### src/rtl/bank_dec_pkg.sv
package bank_dec_pkg;
  localparam int ADDR_W   = 32;
  localparam int PTR_W    = 13;
  localparam int SZ_W     = 4;
  localparam int GRAN_SH  = 18;
  localparam int N_FIXED  = 2;
  localparam int SEL_PERI = 0;
  localparam int SEL_RAM  = 1;
  localparam logic [ADDR_W-1:0] RAM_BASE  = 32'hFFE0_0000;
  localparam logic [ADDR_W-1:0] RAM_SPAN  = 32'h0000_1000;
  localparam logic [ADDR_W-1:0] PERI_BASE = 32'hFFF0_0000;
  localparam logic [ADDR_W-1:0] CACHE_LIM = 32'h8000_0000;
endpackage

### src/rtl/bank_regfile.sv
module bank_regfile #(
  parameter int N_BANK = 4,
  parameter int PTR_W  = 13,
  parameter int SZ_W   = 4,
  localparam int IDX_W = (N_BANK > 1) ? $clog2(N_BANK) : 1
) (
  input  logic                     clk,
  input  logic                     rst,
  input  logic                     wr_en,
  input  logic [IDX_W-1:0]         wr_idx,
  input  logic [PTR_W-1:0]         wr_ptr,
  input  logic [SZ_W-1:0]          wr_size,
  output logic [N_BANK*PTR_W-1:0]  ptr_o,
  output logic [N_BANK*SZ_W-1:0]   size_o
);
  logic [PTR_W-1:0] ptr_q  [N_BANK];
  logic [SZ_W-1:0]  size_q [N_BANK];

  for (genvar i = 0; i < N_BANK; i++) begin : g_reg
    always_ff @(posedge clk) begin
      if (rst) begin
        ptr_q[i]  <= '0;
        size_q[i] <= '0;
      end else if (wr_en && wr_idx == IDX_W'(i)) begin
        ptr_q[i]  <= wr_ptr;
        size_q[i] <= wr_size;
      end
    end
    assign ptr_o[i*PTR_W +: PTR_W] = ptr_q[i];
    assign size_o[i*SZ_W +: SZ_W]  = size_q[i];


    write_lands_chk: assert property (@(posedge clk) disable iff (rst)
      $past(wr_en && wr_idx == IDX_W'(i) && !rst) |->
        (size_q[i] == $past(wr_size) && ptr_q[i] == $past(wr_ptr)));
  end


  reset_disables_chk: assert property (@(posedge clk) disable iff (rst)
    $past(rst) |-> (size_o == '0));
endmodule

### src/rtl/bank_range_match.sv
module bank_range_match #(
  parameter int N_BANK   = 4,
  parameter int N_ROM    = 2,
  parameter int ROM_MAXC = 5,
  parameter int SD_MAXC  = 9,
  parameter int ADDR_W   = 32,
  parameter int PTR_W    = 13,
  parameter int SZ_W     = 4,
  parameter int GRAN_SH  = 18
) (
  input  logic                     clk,
  input  logic                     rst,
  input  logic [ADDR_W-1:0]        addr,
  input  logic [N_BANK*PTR_W-1:0]  ptr_i,
  input  logic [N_BANK*SZ_W-1:0]   size_i,
  output logic [N_BANK-1:0]        hit
);
  localparam int EXT_W = ADDR_W + 1;
  logic [EXT_W-1:0] addr_x;
  assign addr_x = {1'b0, addr};

  for (genvar i = 0; i < N_BANK; i++) begin : g_bank
    localparam int MAXC = (i < N_ROM) ? ROM_MAXC : SD_MAXC;
    logic [SZ_W-1:0]  code, eff;
    logic [EXT_W-1:0] base, span, lim;

    assign code = size_i[i*SZ_W +: SZ_W];
    assign eff  = (code > SZ_W'(MAXC)) ? SZ_W'(MAXC) : code;
    assign base = EXT_W'(ptr_i[i*PTR_W +: PTR_W]) << GRAN_SH;
    assign span = (eff == '0) ? '0 : (EXT_W'(1) << (GRAN_SH + int'(eff) - 1));
    assign lim  = base + span;
    assign hit[i] = (eff != '0) && (addr_x >= base) && (addr_x < lim);


    disabled_no_hit_chk: assert property (@(posedge clk) disable iff (rst)
      (size_i[i*SZ_W +: SZ_W] == '0) |-> !hit[i]);
  end
endmodule

### src/rtl/bank_select_pri.sv
module bank_select_pri
  import bank_dec_pkg::*;
#(
  parameter int N_BANK = 4,
  localparam int NSEL  = N_BANK + N_FIXED
) (
  input  logic              clk,
  input  logic              rst,
  input  logic [ADDR_W-1:0] addr,
  input  logic [N_BANK-1:0] hit,
  output logic [NSEL-1:0]   sel,
  output logic              abort_o
);
  logic in_top, in_ram, in_peri;
  assign in_top  = addr >= RAM_BASE;
  assign in_ram  = in_top && (addr < RAM_BASE + RAM_SPAN);
  assign in_peri = addr >= PERI_BASE;

  always_comb begin
    sel = '0;
    if (in_peri) begin
      sel[SEL_PERI] = 1'b1;
    end else if (in_ram) begin
      sel[SEL_RAM] = 1'b1;
    end else if (!in_top) begin
      for (int k = N_BANK - 1; k >= 0; k--) begin
        if (hit[k]) begin
          sel = '0;
          sel[N_FIXED + k] = 1'b1;
        end
      end
    end
  end

  assign abort_o = (sel == '0);


  sel_onehot_chk: assert property (@(posedge clk) disable iff (rst)
    $onehot0(sel));

  top_fixed_only_chk: assert property (@(posedge clk) disable iff (rst)
    (addr >= RAM_BASE) |-> (sel[NSEL-1:N_FIXED] == '0));

  low_bank_wins_chk: assert property (@(posedge clk) disable iff (rst)
    (hit[0] && addr < RAM_BASE) |-> sel[N_FIXED]);

  hit_no_abort_chk: assert property (@(posedge clk) disable iff (rst)
    (hit != '0 && addr < RAM_BASE) |-> !abort_o);
endmodule

### src/rtl/bank_addr_decoder.sv
module bank_addr_decoder
  import bank_dec_pkg::*;
#(
  parameter int N_ROM    = 2,
  parameter int N_SDRAM  = 2,
  parameter int ROM_MAXC = 5,
  parameter int SD_MAXC  = 9,
  localparam int N_BANK  = N_ROM + N_SDRAM,
  localparam int IDX_W   = (N_BANK > 1) ? $clog2(N_BANK) : 1,
  localparam int NSEL    = N_BANK + N_FIXED
) (
  input  logic              clk,
  input  logic              rst,
  input  logic              wr_en,
  input  logic [IDX_W-1:0]  wr_idx,
  input  logic [PTR_W-1:0]  wr_ptr,
  input  logic [SZ_W-1:0]   wr_size,
  input  logic [ADDR_W-1:0] addr,
  output logic [NSEL-1:0]   bank_sel,
  output logic              cacheable,
  output logic              abort
);
  logic [N_BANK*PTR_W-1:0] ptr_w;
  logic [N_BANK*SZ_W-1:0]  size_w;
  logic [N_BANK-1:0]       hit_w;

  bank_regfile #(.N_BANK(N_BANK), .PTR_W(PTR_W), .SZ_W(SZ_W)) u_regs (
    .clk(clk), .rst(rst), .wr_en(wr_en), .wr_idx(wr_idx),
    .wr_ptr(wr_ptr), .wr_size(wr_size), .ptr_o(ptr_w), .size_o(size_w)
  );

  bank_range_match #(
    .N_BANK(N_BANK), .N_ROM(N_ROM), .ROM_MAXC(ROM_MAXC), .SD_MAXC(SD_MAXC),
    .ADDR_W(ADDR_W), .PTR_W(PTR_W), .SZ_W(SZ_W), .GRAN_SH(GRAN_SH)
  ) u_match (
    .clk(clk), .rst(rst), .addr(addr), .ptr_i(ptr_w), .size_i(size_w), .hit(hit_w)
  );

  bank_select_pri #(.N_BANK(N_BANK)) u_pri (
    .clk(clk), .rst(rst), .addr(addr), .hit(hit_w), .sel(bank_sel), .abort_o(abort)
  );

  assign cacheable = addr < CACHE_LIM;


  upper_half_uncached_chk: assert property (@(posedge clk) disable iff (rst)
    addr[ADDR_W-1] |-> !cacheable);
endmodule

### config.mk
export PLATFORM = sky130hd
export DESIGN_NAME = bank_addr_decoder
export DESIGN_NICKNAME = d
export VERILOG_FILES = /design/src/rtl/bank_dec_pkg.sv /design/src/rtl/bank_regfile.sv /design/src/rtl/bank_range_match.sv /design/src/rtl/bank_select_pri.sv /design/src/rtl/bank_addr_decoder.sv
export SDC_FILE = /design/constraint.sdc
export NUM_CORES = 1
export LEC_CHECK = 0
export BUFFER_PORTS_ARGS = -buffer_cell sky130_fd_sc_hd__buf_4
export CAP_MARGIN = 30
export CORE_UTILIZATION = 45
export DETAILED_ROUTE_END_ITERATION = 8
export PLACE_DENSITY = 0.71
export REMOVE_ABC_BUFFERS = 1
export SYNTH_ARGS = -nofsm -noshare
export SYNTH_HDL_FRONTEND = slang
export SYNTH_SLANG_ARGS = --single-unit
### constraint.sdc
create_clock -name clk -period 8.4 [get_ports clk]
set_input_delay 0.84 -clock clk [delete_from_list [all_inputs] [get_ports clk]]
set_output_delay 0.84 -clock clk [all_outputs]
set_load 0.1 [all_outputs]
==> run summary, run 1 <==
Route
- **DRC violation count after routing** 0
- **first-pass detailed-route iteration total** 5
- **1st-iter DRT viols** 729
- **Routed Antenna Nets** 0
- **via total after detailed routing** 8870
- **sum of routed wire length over all layers** 27.8 mm
- **mean number of vias per cell** 5.77
- **routed length per placed instance** 18.1 µm

Finish
- **post-route non-filler standard cell count** 1536
- **count of nets after finishing** 1553
- **FILL cells** 2002
- **final non-filler cell area** 11100 µm²
- **fraction of final layout cells sized beyond drive strength 1** 8.17%
- **area growth from synthesis to final layout** 12.5%
- **antenna cells** 0

Global routing
- **vias in the first global route** 8067
- **maximum number of pins on one net before global-route repair** 18
- **Overflow after GRT** 0
- **antenna violations before repair** 0
- **GRT Total Usage** 25.1%
- **wire length of the first global-routing pass** 42.3 mm

Clocking
- **H-tree depth** 3
- **Clock Tree Root** sky130_fd_sc_hd__clkbuf_16
- **buffer levels on the longest clock path** 2
- **clock sink total** 68
- **clock buffer count from CTS** 9
- **number of buffers inserted by hold repair at cts** 0
- **CTS tree** yes
- **setup bufs post-CTS** 0
- **cells resized by post-CTS repair** 0
- **clock transition at the registers of the reported paths** 0.05 ns

Placed design
- **placed wire-length estimate after detailed placement** 22.3 mm
- **DP Worst Slack** 1.48 ns
- **final weighted congestion in routability-driven placement** 0.975
- **cell area after placement** 10900 µm²
- **cell total after placement** 1521
- **count of buffers from port buffering** 61

Critical path
- **Worst setup EP type** primary output
- **Worst Path Required** 7.56 ns
- **crit path DAT** 6.54 ns
- **Crit Path Class** reg2out
- **highest fanout seen on the critical path** 5
- **category of the worst setup path launch point** register

Synth
- **Yosys cell types** 69
- **most common flop cell mapped by yosys** sky130_fd_sc_hd__edfxtp_1
- **Synth top cells by count** sky130_fd_sc_hd__ha_1 (238), sky130_fd_sc_hd__nor2_1 (87), sky130_fd_sc_hd__inv_1 (86), sky130_fd_sc_hd__a21oi_1 (82), sky130_fd_sc_hd__and2_1 (73)
- **fraction of post-synthesis cell area in the top cell type by area** 30.1%
- **sequential cell area fraction in the yosys report** 20.7%
- **average instance area after synthesis** 8.67 µm²
- **top post-synthesis cells by area** sky130_fd_sc_hd__ha_1 (30%), sky130_fd_sc_hd__edfxtp_1 (21%), sky130_fd_sc_hd__and2_1 (4.6%)
- **Async S/R FF share, synth** 0%
- **most frequent cell after synthesis** sky130_fd_sc_hd__ha_1
- **top cell type by total area after synthesis** sky130_fd_sc_hd__ha_1
- **Warnings, synthesis** 0
- **Gate Count Post-Synth** 1139
- **Post-synth EDFFs** 68
- **number of storage elements in the synthesis netlist** 68
- **post-synthesis instance area** 9880 µm²

STA
- **part of the cycle the worst path needs** 87.8%
- **remaining max-slew budget at the tightest pin** 42.4%
- **Fmax** 0.136 GHz
- **setup TNS** 0 ns
- **fin crit period** 7.38 ns
- **transition time at the pin with the least slew margin** 0.856 ns
- **RSZ-0062 raised after global routing** false
- **worst setup margin** 1.02 ns
- **Final Max Tran Viols** 0
- **total setup violations reported at the end of the flow** 0
- **total count of hold-check failures in the final report** 0

Floorplan
- **Die Footprint** 22600 µm²
- **die extent in y** 150 µm
- **placement row count** 53
- **number of primary I/O pins** 62
- **Die Width** 150 µm
- **area of the core region** 21300 µm²
- **starting density of the core** 46.4%

Outcome
- **result of the run** finished clean

Pwr
- **largest voltage drop on the vdd net** 0.118 mV
- **power density cells** 122 nW/µm²
- **static leakage** 0.00516 µW

Run
- **Max-Cap Viols** 0

Min path
- **Hold Crit Start** wr_size[0]
- **hold depth** 2
- **hold endpoint** u_regs.size_q[0][0]
- **worst hold path type** in2reg

[how the worst max path moves through the flow]
stage | startpoint | to | cells after the start
CTS | u_regs.size_q[0][2] | bank_sel[2] | 26
finish | u_regs.size_q[0][2] | bank_sel[2] | 26
floorplan | u_regs.size_q[0][2] | bank_sel[4] | 26
detailed placement | u_regs.size_q[0][2] | bank_sel[2] | 26
global placement | u_regs.size_q[0][2] | bank_sel[2] | 26
global route | u_regs.size_q[0][2] | bank_sel[2] | 26
[placed cells by master, fill, tap and decap left out, types with 7 or more instances in the layout]
cell type and count:
sky130_fd_sc_hd__a211oi_1 15, sky130_fd_sc_hd__o211ai_1 10, sky130_fd_sc_hd__nor2b_1 15, sky130_fd_sc_hd__ha_1 238, sky130_fd_sc_hd__o21ai_0 60, sky130_fd_sc_hd__or3_1 8
sky130_fd_sc_hd__a31o_2 7, sky130_fd_sc_hd__nand2b_1 20, sky130_fd_sc_hd__nor4_1 15, sky130_fd_sc_hd__o21a_1 13, sky130_fd_sc_hd__nand3_1 26, sky130_fd_sc_hd__nor2_1 87
sky130_fd_sc_hd__nand4_1 20, sky130_fd_sc_hd__a21oi_1 82, sky130_fd_sc_hd__or2_2 7, sky130_fd_sc_hd__nor3_1 37, sky130_fd_sc_hd__a21o_1 26, sky130_fd_sc_hd__clkbuf_16 9
sky130_fd_sc_hd__nand2_1 65, sky130_fd_sc_hd__buf_4 65, sky130_fd_sc_hd__xor2_1 24, sky130_fd_sc_hd__o21bai_1 8, sky130_fd_sc_hd__xnor2_1 26, sky130_fd_sc_hd__conb_1 54
sky130_fd_sc_hd__edfxtp_1 68, sky130_fd_sc_hd__inv_1 86, sky130_fd_sc_hd__and2_1 73
[sequential cells by signal, summed over array words and instances, names as in the netlist]
register and count:
u_regs.size_q 16, u_regs.ptr_q 52
[metrics by stage]
stage          utilization, %  hold slack [ns]  power [µW]
4_1_cts                  52.2            0.846        1360
3_5_place_dp             51.0             1.19        1030
3_3_place_gp             51.0             1.18        1020
2_1_floorplan               -             1.04         855
5_1_grt                  52.2            0.852        1450
6_report                 52.2            0.852        1360
[layer usage]
layer	vias to the layer above	global-route usage, %	wire length, µm
met5	-	0	0
met4	0	9.04	792
met3	48	2.18	1750
li1	4421	-	-
met2	308	40.4	12300
met1	4093	34.9	12900
[power breakdown]
part | internal, µW | switching [µW]
sequential | 402 | 23.4
clock | 195 | 127
combinational | 238 | 375
total | 834 | 526
[cells by family (layout without fill, tap and decap cells)]
family | Yosys count | after routing | synth area share (%)
buf+inv | 96 | 166 | 3.68
flops | 68 | 68 | 20.7
simple gates | 399 | 399 | 21.0
fa+ha+maj | 242 | 242 | 30.9
compound gates | 279 | 279 | 18.8
other cells | 2 | 54 | 0.0760
mux | 3 | 3 | 0.317
xor+xnor | 50 | 50 | 4.43
[worst max-delay path, stage by stage, from the launching register on]
cell and delay (ns):
sky130_fd_sc_hd__edfxtp_1 0.40, sky130_fd_sc_hd__nor2_1 0.25, sky130_fd_sc_hd__nand2_1 0.16, sky130_fd_sc_hd__inv_1 0.16
sky130_fd_sc_hd__ha_1 0.23, sky130_fd_sc_hd__ha_1 0.20, sky130_fd_sc_hd__xor2_1 0.29, sky130_fd_sc_hd__nand3b_1 0.18
sky130_fd_sc_hd__nor3_1 0.35, sky130_fd_sc_hd__ha_1 0.31, sky130_fd_sc_hd__a21o_1 0.15, sky130_fd_sc_hd__a21oi_1 0.21
sky130_fd_sc_hd__o21ba_2 0.17, sky130_fd_sc_hd__o21ai_0 0.15, sky130_fd_sc_hd__a211oi_1 0.32, sky130_fd_sc_hd__o31ai_1 0.12
sky130_fd_sc_hd__a21oi_1 0.19, sky130_fd_sc_hd__xor2_1 0.09, sky130_fd_sc_hd__ha_1 0.21, sky130_fd_sc_hd__a2111oi_0 0.55
sky130_fd_sc_hd__o21ai_0 0.24, sky130_fd_sc_hd__nor2_1 0.15, sky130_fd_sc_hd__nand3_1 0.09, sky130_fd_sc_hd__nor3_1 0.30
sky130_fd_sc_hd__o311ai_4 0.19, sky130_fd_sc_hd__nor2_1 0.24, sky130_fd_sc_hd__buf_4 0.33
[area by class of cell]
cell class	instances	area, µm²	share of cell area, %
clock buffers	11	233	2.09
clock inverters	4	17.5	0.158
inverters	86	323	2.90
multi-input cells	1027	7670	69.0
flip-flops and latches	68	2040	18.4
well taps	275	344	3.10
repair buffers	65	488	4.39
(Power assumes the default switching activity.)
==> run 2, diff against run 1 <==
- PLACE_DENSITY: 0.71 -> default
==> run 2 against run 1 <==
Compared with the run above:
- worst setup slack better by 0.32 ns
- maximum frequency rose by 4.5%
- combinational power is essentially flat
- final area increased by 0.74%
- flip-flop and latch count stayed put
- die area stayed put
- highest routed layer unchanged
==> run summary, run 2 (same netlist as run 1, synthesis figures left out) <==
Outcome
- **result of the run** finished clean

Placed design
- **count of buffers from port buffering** 61, unchanged
- **cell total after placement** 1521, unchanged
- **cell area after placement** 10900 µm², unchanged
- **placed wire-length estimate after detailed placement** 23.7 mm, +6.2%
- **final weighted congestion in routability-driven placement** 0.947, -2.9%

Clocking
- **clock buffer count from CTS** 9, unchanged
- **CTS tree** yes
- **H-tree depth** 3, unchanged
- **cells resized by post-CTS repair** 0, unchanged
- **buffer levels on the longest clock path** 2, unchanged
- **clock sink total** 68, unchanged
- **setup bufs post-CTS** 0, unchanged
- **number of buffers inserted by hold repair at cts** 0, unchanged
- **clock transition at the registers of the reported paths** 0.06 ns, about the same
- **Clock Tree Root** sky130_fd_sc_hd__clkbuf_16

Global routing
- **antenna violations before repair** 0, unchanged
- **vias in the first global route** 7812, -3.2%
- **maximum number of pins on one net before global-route repair** 18, unchanged
- **Overflow after GRT** 0, unchanged
- **GRT Total Usage** 26.4%, +1.3 points
- **wire length of the first global-routing pass** 43.8 mm, +3.5%

Pwr
- **switching power total** 552 µW, +5.0%
- **net switching share of the total power** 37.9%, -0.74 points
- **clock share of power** 28.8%, +5.1 points
- **sequential share of power** 29.4%, -1.9 points
- **largest voltage drop on the vdd net** 0.114 mV, -3.8%
- **power density cells** 130 nW/µm², +6.3%
- **internal power summed over all cells** 904 µW, +8.4%
- **relative contribution of combinational cells to total power** 41.9%, -3.2 points
- **static leakage** 0.00519 µW, +0.67%

Finish
- **count of nets after finishing** 1553, unchanged
- **post-route non-filler standard cell count** 1538, +0.13%
- **fraction of final layout cells sized beyond drive strength 1** 8.56%, +0.39 points
- **final non-filler cell area** 11200 µm², +0.74%
- **commonest cells after routing, fill and taps aside** sky130_fd_sc_hd__ha_1 (238), sky130_fd_sc_hd__nor2_1 (87), sky130_fd_sc_hd__inv_1 (86)
- **area growth from synthesis to final layout** 13.3%
- **Multi-input gate area** 7670 µm², unchanged
- **flip-flop count of the largest register after layout** 52, unchanged
- **FILL cells** 2020, +0.90%
- **sequential cell area** 2040 µm², unchanged
- **top flop regs** u_regs.ptr_q: 52 flops, u_regs.size_q: 16 flops
- **fraction of the core area covered by cells at the end of the flow** 52.6%, +0.39 points
- **largest register by flop count** u_regs.ptr_q
- **leading cell type in the layout, fill and taps excluded** sky130_fd_sc_hd__ha_1

Route
- **first-pass detailed-route iteration total** 5, unchanged
- **Routed Antenna Nets** 0, unchanged
- **DRC violation count after routing** 0, unchanged
- **mean number of vias per cell** 5.63, -2.5%
- **routed length per placed instance** 18.9 µm, +4.3%
- **via total after detailed routing** 8663, -2.3%
- **sum of routed wire length over all layers** 29.0 mm, +4.5%
- **1st-iter DRT viols** 570, -22%

Min path
- **worst hold path type** in2reg
- **hold depth** 2, unchanged

Critical path
- **slowest stage delay, CP** 0.41 ns, -0.14 ns
- **dominant delay contributor by cell family on the critical path** compound AO/OA/AOI/OAI gates
- **CP max stage cell** sky130_fd_sc_hd__edfxtp_1
- **Crit Path Class** reg2out
- **Crit path top cell by count** sky130_fd_sc_hd__ha_1
- **Worst Path Required** 7.56 ns, about the same
- **combined buffer and inverter count along the critical path** 2, unchanged
- **highest fanout seen on the critical path** 5, unchanged
- **count of cell instances traversed by the critical path** 27, +3.8%
- **Worst setup EP type** primary output
- **crit path DAT** 6.22 ns, -0.32 ns
- **category of the worst setup path launch point** register

Floorplan
- **placement row count** 53, unchanged
- **starting density of the core** 46.4%, unchanged
- **Die Width** 150 µm, unchanged
- **Die Footprint** 22600 µm², unchanged
- **area of the core region** 21300 µm², unchanged
- **number of primary I/O pins** 62, unchanged
- **die extent in y** 150 µm, unchanged

STA
- **remaining max-slew budget at the tightest pin** 42.9%, +0.53 points
- **fin crit period** 7.06 ns, -0.316 ns
- **total count of hold-check failures in the final report** 0, unchanged
- **Fmax** 0.142 GHz, +4.5%
- **setup TNS** 0 ns, unchanged
- **Final Max Tran Viols** 0, unchanged
- **tightest hold margin** 0.830 ns, -0.0222 ns
- **total setup violations reported at the end of the flow** 0, unchanged
- **RSZ-0062 raised after global routing** false
- **part of the cycle the worst path needs** 84.1%, -3.8 points
- **transition time at the pin with the least slew margin** 0.848 ns, -0.00785 ns

Run
- **Max-Cap Viols** 0, unchanged

run 2: changes by cell type in the layout (fill, tap and decap cells not counted), sizes merged:
cell,change
bufinv,+2
clkbuf,-2
clkinv,-4
clkinvlp,+1
diode,+1
inv,+4
run 2: power groups by stage:
stage          logic [µW]  clock network [µW]  registers [µW]
2_1_floorplan         434                   0             422
3_3_place_gp          599                   0             433
3_5_place_dp          604                   0             434
4_1_cts               608                 422             427
5_1_grt               683                 436             431
6_report              610                 419             427
run 2: metrics by stage:
step	setup slack [ns]	power [µW]
after floorplan	0.693	855
after global placement	1.87	1030
after detailed placement	1.70	1040
after CTS	1.32	1460
after global routing	0.680	1550
final	1.34	1460
run 2: final timing paths:
path | start | end
worst min-delay path | wr_ptr[11] | u_regs.ptr_q[0][11]
worst max-delay path | u_regs.size_q[0][2] | abort
run 2: per-layer routing:
| metal | track usage [%] | part of all wire, % | vias up |
|---|---|---|---|
| met3 | 2.58 | 4.6 | 38 |
| met2 | 42.5 | 44 | 212 |
| met4 | 8.43 | 2.6 | 0 |
| met5 | 0 | 0 | - |
| li1 | - | - | 4418 |
| met1 | 36.9 | 49 | 3995 |
run 2: cell type report:
| cell class | count | share of cell area [%] |
|---|---|---|
| Multi-Input combinational cell | 1027 | 68.5 |
| Antenna cell | 1 | 0.0223 |
| Timing Repair Buffer | 65 | 4.36 |
| Inverter | 86 | 2.88 |
| Tap cell | 275 | 3.07 |
| Clock buffer | 9 | 2.01 |
| Sequential cell | 68 | 18.2 |
| Clock inverter | 7 | 0.938 |
==> run 3, diff against run 2 <==
- clock period: 8.4 -> 5.8 ns (I/O delays scaled with it)
==> run 3 against run 2 <==
Compared with the run above:
- the flow now finishes with violations (setup timing)
- worst hold slack got worse by 0.25 ns
- critical path depth rose by 1
- flip-flop and latch count did not move
- final area rose by 10%
- core utilization rose by 5.4 points
- sequential share of layout area fell by 1.7 points
- clock-buffer cell count did not move
- via count rose by 6.2%
- die area did not move
- global-route usage rose by 1.1 points
- worst setup slack got worse by 1.8 ns
- highest routed layer unchanged
==> run summary, run 3 (same netlist as run 1, synthesis figures left out) <==
Route
- **via total after detailed routing** 9202, +6.2%
- **DRC violation count after routing** 0, unchanged
- **Routed Antenna Nets** 0, unchanged
- **routed length per placed instance** 18.5 µm, -1.7%
- **mean number of vias per cell** 5.60, -0.57%
- **1st-iter DRT viols** 514, -9.8%
- **sum of routed wire length over all layers** 30.5 mm, +5.0%
- **first-pass detailed-route iteration total** 5, unchanged

Clocking
- **CTS tree** yes
- **buffer levels on the longest clock path** 2, unchanged
- **H-tree depth** 3, unchanged
- **clock transition at the registers of the reported paths** 0.06 ns, about the same
- **number of buffers inserted by hold repair at cts** 0, unchanged
- **clock sink total** 68, unchanged
- **Clock Tree Root** sky130_fd_sc_hd__clkbuf_16
- **clock buffer count from CTS** 9, unchanged

Global routing
- **maximum number of pins on one net before global-route repair** 18, unchanged
- **antenna violations before repair** 0, unchanged
- **vias in the first global route** 8578, +9.8%
- **wire length of the first global-routing pass** 46.4 mm, +6.0%
- **GRT Total Usage** 27.4%, +1.1 points
- **Overflow after GRT** 0, unchanged

Critical path
- **Crit path top cell by count** sky130_fd_sc_hd__buf_4
- **slowest stage delay, CP** 0.42 ns, about the same
- **Crit Path Class** reg2out
- **highest fanout seen on the critical path** 3, -2
- **category of the worst setup path launch point** register
- **Worst Setup SP** u_regs.size_q[0][2]
- **crit path DAT** 5.64 ns, -0.58 ns
- **CP max stage cell** sky130_fd_sc_hd__edfxtp_1
- **Worst Path Required** 5.22 ns, -2.34 ns
- **Worst setup EP type** primary output

Finish
- **leading cell type in the layout, fill and taps excluded** sky130_fd_sc_hd__ha_1
- **fraction of final layout cells sized beyond drive strength 1** 19.8%, +11 points
- **flip-flop count of the largest register after layout** 52, unchanged
- **area growth from synthesis to final layout** 25.0%
- **top flop regs** u_regs.ptr_q: 52 flops, u_regs.size_q: 16 flops
- **count of nets after finishing** 1659, +6.8%
- **largest register by flop count** u_regs.ptr_q
- **FILL cells** 1974, -2.3%
- **antenna cells** 0, -1
- **commonest cells after routing, fill and taps aside** sky130_fd_sc_hd__ha_1 (229), sky130_fd_sc_hd__buf_4 (165), sky130_fd_sc_hd__inv_1 (83)

Floorplan
- **placement row count** 53, unchanged
- **die extent in y** 150 µm, unchanged
- **number of primary I/O pins** 62, unchanged
- **area of the core region** 21300 µm², unchanged
- **Die Width** 150 µm, unchanged
- **Die Footprint** 22600 µm², unchanged
- **starting density of the core** 46.4%, unchanged

STA
- **worst setup margin** -0.420 ns, -1.76 ns
- **remaining max-slew budget at the tightest pin** 47.4%, +4.4 points
- **part of the cycle the worst path needs** 107%
- **transition time at the pin with the least slew margin** 0.781 ns, -0.0669 ns
- **fin crit period** 6.22 ns
- **Fmax** 0.161 GHz
- **Final Max Tran Viols** 0, unchanged
- **total setup violations reported at the end of the flow** 5, +5
- **total count of hold-check failures in the final report** 0, unchanged
- **tightest hold margin** 0.576 ns, -0.254 ns
- **RSZ-0062 raised after global routing** true

Outcome
- **result of the run** finished with violations
- **violations in the final reports** setup timing

Pwr
- **total power after layout** 2270 µW, +56%
- **static leakage** 0.00575 µW, +11%
- **largest voltage drop on the vdd net** 0.150 mV, +32%
- **power density cells** 184 nW/µm², +41%

Min path
- **Hold Crit Start** wr_ptr[11]
- **worst hold path type** in2reg

Run
- **Max-Cap Viols** 0, unchanged

Placed design
- **final weighted congestion in routability-driven placement** 0.959, +1.3%
- **count of buffers from port buffering** 61, unchanged
- **placed wire-length estimate after detailed placement** 24.4 mm, +3.1%

-- run 3: where the power goes --
part	switching (µW)	internal (µW)	total [µW]
clock	224	385	608
combinational	595	450	1040
sequential	34.3	581	615
total	853	1420	2270
-- run 3: layer usage --
layer	GRT usage [%]	part of all wire, %	vias up	wire length [µm]
met2	45.7	45	210	13800
met3	2.24	4.4	45	1330
met4	7.93	2.5	0	776
met5	0	0	-	0
met1	37.8	48	4314	14500
li1	-	-	4633	-
-- run 3: path summary, 6_finish.rpt --
check             cells after the start             endpoint  slack, ns
setup / recovery                     28                abort      -0.42
hold / removal                        2  u_regs.ptr_q[0][11]       0.58
-- run 3: layout make-up --
cell class / instances / area (µm²) / area share [%]
clock buffers: 9 / 225 / 1.82
well taps: 275 / 344 / 2.79
multi-input cells: 1027 / 7990 / 64.7
clock inverters: 7 / 106 / 0.861
flip-flops and latches: 68 / 2040 / 16.5
inverters: 86 / 325 / 2.63
repair buffers: 171 / 1320 / 10.7
-- run 3: metrics by stage --
step	setup slack, ns	util [%]	TNS (ns)	instance area (µm²)	cells
after floorplan	-1.65	-	-6.31	10000	1181
after global placement	-0.395	54.2	-1.77	11500	1610
after detailed placement	-0.659	54.2	-3.01	11500	1610
after CTS	-0.360	57.2	-1.47	12200	1634
after global routing	-0.702	58.0	-3.18	12400	1643
final	-0.420	58.0	-1.71	12400	1643
-- run 3: critical path: cells and delay by family, from the launching register on --
kind / cells / cell delay [ns]
compound gates: 10 / 2.12
xor+xnor: 1 / 0.16
fa+ha+maj: 3 / 0.66
buf+inv: 7 / 1.12
flops: 1 / 0.42
simple gates: 7 / 0.80
-- run 3: what timing repair did --
action / CTS / global route
pin swaps: 39 / 29
setup endpoints to repair: 5 / 5
endpoints found under the hold margin: 0 / 0
buffers inserted: 8 / 9
resized for setup: 59 / 28
